===== src/rtl/irq_pkg.sv =====
package irq_pkg;
  localparam int unsigned NUM_RST = 3;
  localparam int unsigned NUM_SRC = NUM_RST + 2;
  localparam int unsigned IDX_W   = $clog2(NUM_SRC);
  // source index = rank; higher index wins
  localparam int unsigned SRC_GEN = 0;
  localparam int unsigned SRC_LO  = 1;
  localparam int unsigned SRC_MID = 2;
  localparam int unsigned SRC_HI  = 3;
  localparam int unsigned SRC_NMI = 4;

  // vectors sit at 8*k+4: k=4 for the non-maskable source, k=idx+4 for restarts
  function automatic int unsigned vec_of(input int unsigned idx);
    int unsigned k;
    k = (idx == SRC_NMI) ? 4 : idx + 4;
    return 8 * k + 4;
  endfunction
endpackage


===== src/rtl/irq_rst_sync.sv =====
module irq_rst_sync #(
  parameter int unsigned STAGES = 2
) (
  input  logic clk,
  input  logic rst_n,
  output logic rst_sync_n
);
  logic [STAGES-1:0] sync_q;
  logic [STAGES-1:0] sync_d;

  always_comb sync_d = {sync_q[STAGES-2:0], 1'b1};

  always_ff @(posedge clk or negedge rst_n) begin
    if (!rst_n) sync_q <= '0;
    else        sync_q <= sync_d;
  end

  assign rst_sync_n = sync_q[STAGES-1];
endmodule


===== src/rtl/irq_edge_pend.sv =====
module irq_edge_pend #(
  parameter bit CLR_ON_LOW = 1'b0
) (
  input  logic clk,
  input  logic rst_n,
  input  logic din,
  input  logic service,
  output logic pend
);
  logic prev_q, pend_q, pend_d, rise, drop;

  always_comb begin
    rise = din & ~prev_q;
    drop = service | (CLR_ON_LOW & ~din);
    if (rise)      pend_d = 1'b1;
    else if (drop) pend_d = 1'b0;
    else           pend_d = pend_q;
  end

  always_ff @(posedge clk or negedge rst_n) begin
    if (!rst_n) begin
      prev_q <= 1'b0;
      pend_q <= 1'b0;
    end else begin
      prev_q <= din;
      pend_q <= pend_d;
    end
  end

  assign pend = pend_q;

  // a pending flag only appears after the input was seen high
  assert_pend_from_input_R5: assert property (@(posedge clk) disable iff (!rst_n)
    $rose(pend_q) |-> $past(din));
  // the arbiter serves only a flag that is pending
  assert_service_pending_R10: assert property (@(posedge clk) disable iff (!rst_n)
    service |-> pend_q);
endmodule


===== src/rtl/irq_mask_regs.sv =====
module irq_mask_regs #(
  parameter int unsigned NUM_RST = 3
) (
  input  logic               clk,
  input  logic               rst_n,
  input  logic               mask_we,
  input  logic [NUM_RST-1:0] mask_wdata,
  input  logic               ien_set,
  input  logic               ien_clr,
  input  logic               grant_maskable,
  output logic [NUM_RST-1:0] mask,
  output logic               ien
);
  logic [NUM_RST-1:0] mask_q, mask_d;
  logic               ien_q, ien_d;

  always_comb begin
    mask_d = mask_we ? mask_wdata : mask_q;
    if (grant_maskable) ien_d = 1'b0;
    else if (ien_set)   ien_d = 1'b1;
    else if (ien_clr)   ien_d = 1'b0;
    else                ien_d = ien_q;
  end

  always_ff @(posedge clk or negedge rst_n) begin
    if (!rst_n) begin
      mask_q <= '1;
      ien_q  <= 1'b0;
    end else begin
      mask_q <= mask_d;
      ien_q  <= ien_d;
    end
  end

  assign mask = mask_q;
  assign ien  = ien_q;

  // a maskable grant leaves the enable cleared
  assert_ien_dropped_R9: assert property (@(posedge clk) disable iff (!rst_n)
    grant_maskable |=> !ien_q);
endmodule


===== src/rtl/irq_arbiter.sv =====
module irq_arbiter #(
  parameter int unsigned NUM_SRC = 5,
  localparam int unsigned IDX_W = $clog2(NUM_SRC)
) (
  input  logic               clk,
  input  logic               rst_n,
  input  logic               boundary,
  input  logic [NUM_SRC-1:0] req,
  input  logic [NUM_SRC-1:0] allow,
  output logic [NUM_SRC-1:0] gnt,
  output logic [IDX_W-1:0]   gnt_idx,
  output logic               gnt_any
);
  logic [NUM_SRC-1:0] elig;
  logic               found;

  always_comb begin
    elig    = req & allow;
    found   = 1'b0;
    gnt_idx = '0;
    for (int i = NUM_SRC - 1; i >= 0; i--) begin
      if (!found && elig[i]) begin
        found   = 1'b1;
        gnt_idx = IDX_W'(i);
      end
    end
    gnt = '0;
    if (boundary && found) gnt[gnt_idx] = 1'b1;
    gnt_any = boundary & found;
  end

  // the top-ranked eligible source is never passed over
  assert_top_rank_wins_R2: assert property (@(posedge clk) disable iff (!rst_n)
    boundary && elig[NUM_SRC-1] |-> gnt[NUM_SRC-1]);
  // at most one grant, and only on a boundary
  assert_single_grant_R10: assert property (@(posedge clk) disable iff (!rst_n)
    $onehot0(gnt) && (boundary || gnt == '0));
endmodule


===== src/rtl/prio_irq_ctrl.sv =====
module prio_irq_ctrl
  import irq_pkg::*;
#(
  parameter int unsigned VEC_W = 16
) (
  input  logic               clk,
  input  logic               rst_n,
  input  logic               nmi_in,
  input  logic               irq_hi,
  input  logic               irq_mid,
  input  logic               irq_lo,
  input  logic               gen_req,
  input  logic               instr_end,
  input  logic               mask_we,
  input  logic [NUM_RST-1:0] mask_wdata,
  input  logic               ien_set,
  input  logic               ien_clr,
  output logic [VEC_W-1:0]   vec_addr,
  output logic               vec_valid,
  output logic               gen_ack_n
);
  localparam logic [VEC_W-1:0] NMI_VEC = VEC_W'(vec_of(SRC_NMI));
  localparam logic [VEC_W-1:0] LO_VEC  = VEC_W'(vec_of(SRC_LO));

  logic               rst_i_n;
  logic               nmi_pend, hi_pend;
  logic [NUM_RST-1:0] mask_q;
  logic               ien_q;
  logic [NUM_SRC-1:0] req, allow, gnt;
  logic [IDX_W-1:0]   gnt_idx;
  logic               gnt_any, grant_maskable;
  logic [VEC_W-1:0]   addr_q, addr_d;
  logic               valid_q, valid_d, ackn_q, ackn_d;

  irq_rst_sync #(.STAGES(2)) u_rst (.clk(clk), .rst_n(rst_n), .rst_sync_n(rst_i_n));

  irq_edge_pend #(.CLR_ON_LOW(1'b1)) u_nmi (
    .clk(clk), .rst_n(rst_i_n), .din(nmi_in), .service(gnt[SRC_NMI]), .pend(nmi_pend));

  irq_edge_pend #(.CLR_ON_LOW(1'b0)) u_hi (
    .clk(clk), .rst_n(rst_i_n), .din(irq_hi), .service(gnt[SRC_HI]), .pend(hi_pend));

  irq_mask_regs #(.NUM_RST(NUM_RST)) u_regs (
    .clk(clk), .rst_n(rst_i_n), .mask_we(mask_we), .mask_wdata(mask_wdata),
    .ien_set(ien_set), .ien_clr(ien_clr), .grant_maskable(grant_maskable),
    .mask(mask_q), .ien(ien_q));

  always_comb begin
    req[SRC_GEN] = gen_req;
    req[SRC_LO]  = irq_lo;
    req[SRC_MID] = irq_mid;
    req[SRC_HI]  = hi_pend;
    req[SRC_NMI] = nmi_pend & nmi_in;
  end

  assign allow[SRC_GEN] = ien_q;
  assign allow[SRC_NMI] = 1'b1;
  for (genvar g = 0; g < NUM_RST; g++) begin : g_allow
    assign allow[g + 1] = ien_q & ~mask_q[g];
  end

  irq_arbiter #(.NUM_SRC(NUM_SRC)) u_arb (
    .clk(clk), .rst_n(rst_i_n), .boundary(instr_end), .req(req), .allow(allow),
    .gnt(gnt), .gnt_idx(gnt_idx), .gnt_any(gnt_any));

  assign grant_maskable = gnt_any & ~gnt[SRC_NMI];

  always_comb begin
    valid_d = gnt_any & ~gnt[SRC_GEN];
    ackn_d  = ~gnt[SRC_GEN];
    addr_d  = valid_d ? VEC_W'(vec_of(32'(gnt_idx))) : addr_q;
  end

  always_ff @(posedge clk or negedge rst_i_n) begin
    if (!rst_i_n) begin
      addr_q  <= '0;
      valid_q <= 1'b0;
      ackn_q  <= 1'b1;
    end else begin
      addr_q  <= addr_d;
      valid_q <= valid_d;
      ackn_q  <= ackn_d;
    end
  end

  assign vec_addr  = addr_q;
  assign vec_valid = valid_q;
  assign gen_ack_n = ackn_q;

  // outputs pulse only in the cycle after a boundary
  assert_after_boundary_R10: assert property (@(posedge clk) disable iff (!rst_i_n)
    (vec_valid || !gen_ack_n) |-> $past(instr_end));
  // an armed, still-high non-maskable request is always taken
  assert_nmi_taken_R4: assert property (@(posedge clk) disable iff (!rst_i_n)
    instr_end && nmi_pend && nmi_in |=> vec_valid && vec_addr == NMI_VEC);
  // the bottom restart vector needs enable and a clear mask bit
  assert_lo_unmasked_R7: assert property (@(posedge clk) disable iff (!rst_i_n)
    $rose(vec_valid) && vec_addr == LO_VEC |-> $past(ien_q && !mask_q[0]));
  // acknowledge and vector never pulse together
  assert_ack_excl_R8: assert property (@(posedge clk) disable iff (!rst_i_n)
    !(vec_valid && !gen_ack_n));
  // after any maskable grant the enable reads cleared
  assert_ien_off_R9: assert property (@(posedge clk) disable iff (!rst_i_n)
    ((vec_valid && vec_addr != NMI_VEC) || !gen_ack_n) |-> !ien_q);
endmodule


===== config.mk =====
export PLATFORM = sky130hd
export DESIGN_NAME = prio_irq_ctrl
export DESIGN_NICKNAME = d
export VERILOG_FILES = /design/src/rtl/irq_pkg.sv /design/src/rtl/irq_rst_sync.sv /design/src/rtl/irq_edge_pend.sv /design/src/rtl/irq_mask_regs.sv /design/src/rtl/irq_arbiter.sv /design/src/rtl/prio_irq_ctrl.sv
export SDC_FILE = /design/constraint.sdc
export NUM_CORES = 1
export LEC_CHECK = 0
export ABC_AREA = 1
export BUFFER_PORTS_ARGS = -buffer_cell sky130_fd_sc_hd__buf_2
export CORE_MARGIN = 5
export CORE_UTILIZATION = 40
export CTS_CLUSTER_DIAMETER = 30
export DETAILED_ROUTE_END_ITERATION = 10
export PLACE_DENSITY = 0.68
export REMOVE_ABC_BUFFERS = 1
export SLEW_MARGIN = 5
export SYNTH_ARGS = -nofsm -noshare
export SYNTH_HDL_FRONTEND = slang
export SYNTH_SLANG_ARGS = --single-unit

===== constraint.sdc =====
create_clock -name clk -period 1.4 [get_ports clk]
set_input_delay 0.14 -clock clk [delete_from_list [all_inputs] [get_ports clk]]
set_output_delay 0.14 -clock clk [all_outputs]
set_load 0.02 [all_outputs]

==> run summary <==
From synthesis to final layout, the design area changed by 18.5%. The actual transition at the worst max-transition pin is 564 ps. The sequential cell fraction of total power is 0.543. Of the total power, the clock network draws 0.238.

At the worst endpoint, the required time is 1570 ps. The power per cell area is 1130 nW/µm². The type of the worst min-delay path is primary input to register. Using the TritonRoute via totals, the vias-per-cell ratio works out to 3.97. Registers take 430 µm². The wire length per cell after detailed routing came out at 8.99 µm. The number of fill cells in the layout came out at 194.

The final number of max-transition violations came out at 0. The worst reg2reg path startpoint is u_regs.mask[0]. The wire-length estimate of the detail-placed layout is 997 µm.

The number of standard cells in the final layout excluding fillers is 134. The wire length of the first global-routing pass came out at 2.15 mm. Along the worst path, the maximum fanout reaches 5. The congestion estimate from routability-driven global placement came to 0.800. The horizontal extent of the die is 54.5 µm. The summed instance area of the synthesized netlist is 792 µm². The run finished with clean final reports. The longest clock path from root to sink contains 2 buffers. After routing, the total negative slack on setup checks comes to 0 ps. Of the cells placed in the final design, the portion with a size suffix greater than 1 is 0.336.

Port buffering added 20 buffers. The number of gates resized after CTS was 0. The cell at the root of the clock tree is clkbuf_4. In the final layout, the multi-input gates occupy 272 µm². CTS built an H-tree with a depth of 1. The clock sink total came out at 17. Measured against its own limit, the worst slew margin works out to 0.624.

The area enclosed by the die boundary is 2970 µm². The total via count in the routed design came out at 532. Of the synthesized area, sequential elements account for 0.543. The switching part of the total power is 0.309. The kind of end point of the critical path is a register.

The maximum number of pins on one net before global-route repair is 16. The worst setup path is of the primary input to register kind. The via count of the first global-routing pass came out at 511. The signal on the critical path passes through dlygate4sd3_1 -> buf_2 -> nand2_2 -> inv_2 -> nor2_4 -> nand2_4 -> nor2_4 -> nor2_4 -> or2_1. The number of warnings issued by yosys came out at 0. For this run, the slowest stage of the critical path takes 530 ps. The final cycle utilization of the critical path came out at 0.953. The count of distinct cell types in the synthesized netlist came out at 19. After synthesis, the cell types taking the most area are dfrtp_1 41%, dfstp_2 13%, buf_4 10%. Across the run, the number of max-cap violations was 0. The worst-case hold slack is 61.2 ps. The relative contribution of combinational cells to total power is 0.219.

The number of CTS-inserted buffers is 3. Derived from the worst setup path, the maximum achievable clock frequency is 749 MHz. By instance count, the cell type seen most on the critical path is nor2_4. The switching power total came out at 0.329 mW. The average cell area after synthesis came out at 9.78 µm². The worst hold path begins at mask_wdata[1]. The die extent in y is 54.5 µm. The instance count of the mapped netlist came out at 81.

The final layout net count came out at 122. The residual overflow from global routing is 0. The cell type with the highest aggregate area in the netlist is dfrtp_1. The data arrival at the endpoint of the critical path came out at 1510 ps. The final number of hold-violating endpoints is 0. In this run the core area contains 16 standard-cell rows. Setup repair after global routing left no endpoint under its margin. At the later pin of the worst-skew pair, clock insertion delay measures 280 ps.

The total of flip-flops plus latches after synthesis came out at 17. The cell-internal power came out at 0.735 mW. STA classifies the critical path startpoint as a primary input. The final layout contains routed wiring with a total length of 1.21 mm. TritonCTS built the clock tree. Tracing the worst setup path back leads to its startpoint at nmi_in. The antenna violation net count after detailed routing came out at 0. The I/O pin count came out at 32. The peak supply drop came out at 0.672 mV. The library cell used most frequently in the layout, excluding fill and tap cells, is buf_2. For this run, the detailed router's first-pass iteration total came to 1. The initial antenna violation count is 0. The number of instances in the placed design came out at 127.

The remaining routing DRC violations is 0. The number of design-rule violations left by the first detailed-router iteration came out at 0. Counting I/O delays and the setup requirement, the final critical path takes 1330 ps. The placeable core region came out at 1920 µm². The antenna cell count came out at 0. The setup check on the worst reg-to-reg path leaves a slack of 120 ps. Setup violations remaining at the end of the flow were counted as 0. The leakage power figure came out at 0.492 nW. The total global routing track utilization came out at 0.104. On the final layout, the worst clock skew is 5.31 ps. The top cell types in the final layout, fill and taps aside, are 20 x buf_2, 13 x nand2_1, 13 x dfrtp_1. The clock slew at the register clock pins of the worst setup and hold paths came out at 100 ps. On the critical path, the stage with the largest delay is an instance of dlygate4sd3_1. The initial core utilization is 0.412. Of the post-synthesis cell area, the dominant cell type holds 0.411.
## cell usage after synthesis, drive strengths merged
cell    instances
nand3           5
dfstp           4
clkinv          1
o21bai          2
mux2            1
or2             2
nand4           2
dfrtp          13
o21ai           5
nand2          16
inv            11
conb            2
nor2            6
buf            11
## state kept, by name (all words and copies together), names as in the netlist
register / count
gen_ack_n: 1
u_hi.prev_q: 1
u_regs.mask: 3
vec_addr: 5
vec_valid: 1
u_nmi.prev_q: 1
u_regs.ien: 1
u_rst.sync_q: 2
u_hi.pend: 1
u_nmi.pend: 1
## critical path, delay by kind of cell
family / cells / cell delay [ps]
buf+inv: 3 / 730
simple gates: 6 / 640
## per-stage QoR
step	total power [mW]	utilization	cell area (µm²)	setup slack [ps]
after floorplan	0.750	-	747	204
after global placement	0.815	0.458	881	154
after detailed placement	0.818	0.458	881	128
after CTS	1.08	0.488	938	70.0
after global routing	1.14	0.488	938	21.3
final	1.06	0.488	938	65.2
## logic make-up after synthesis
family | Yosys count | share of synthesized area
AOI/OAI and AO/OA | 7 | 0.0505
DFF | 17 | 0.543
muxes | 1 | 0.0142
other | 2 | 0.00948
and+or+nand+nor | 31 | 0.221
buffers and inverters | 23 | 0.161
## cell type report
| class | instances | share of cell area |
|---|---|---|
| clock buffer | 3 | 0.0240 |
| clock inverter | 1 | 0.00533 |
| inverter | 12 | 0.0480 |
| multi-input combinational | 51 | 0.289 |
| sequential | 17 | 0.459 |
| tap | 27 | 0.0360 |
| timing repair buffer | 23 | 0.139 |
## final timing paths
kind / to / cells past startpoint
hold / removal: u_regs.mask[1] / 3
min in group asynchronous: u_rst.sync_q[0] / 2
max in group asynchronous: vec_addr[2] / 0
setup / recovery: vec_addr[5] / 9
setup reg to reg: vec_addr[5] / 6
hold reg to reg: u_regs.ien / 0
## routing by layer
layer	wire length, µm	GRT usage
met5	0	0
met4	50	0.0996
met3	92	0.0191
met2	570	0.157
met1	492	0.121
## power groups by stage
stage	clock [mW]	combinational, mW	sequential [mW]
global placement	0	0.226	0.589
floorplan	0	0.138	0.613
CTS	0.265	0.236	0.580
global route	0.295	0.260	0.586
detailed placement	0	0.229	0.589
finish	0.253	0.232	0.578
## repair_timing
action / 4_1_cts / 5_1_grt
endpoints found under the hold margin: 4 / 0
buffers inserted: 0 / 0
hold buffers: 3 / 0
(Power assumes the default switching activity.)
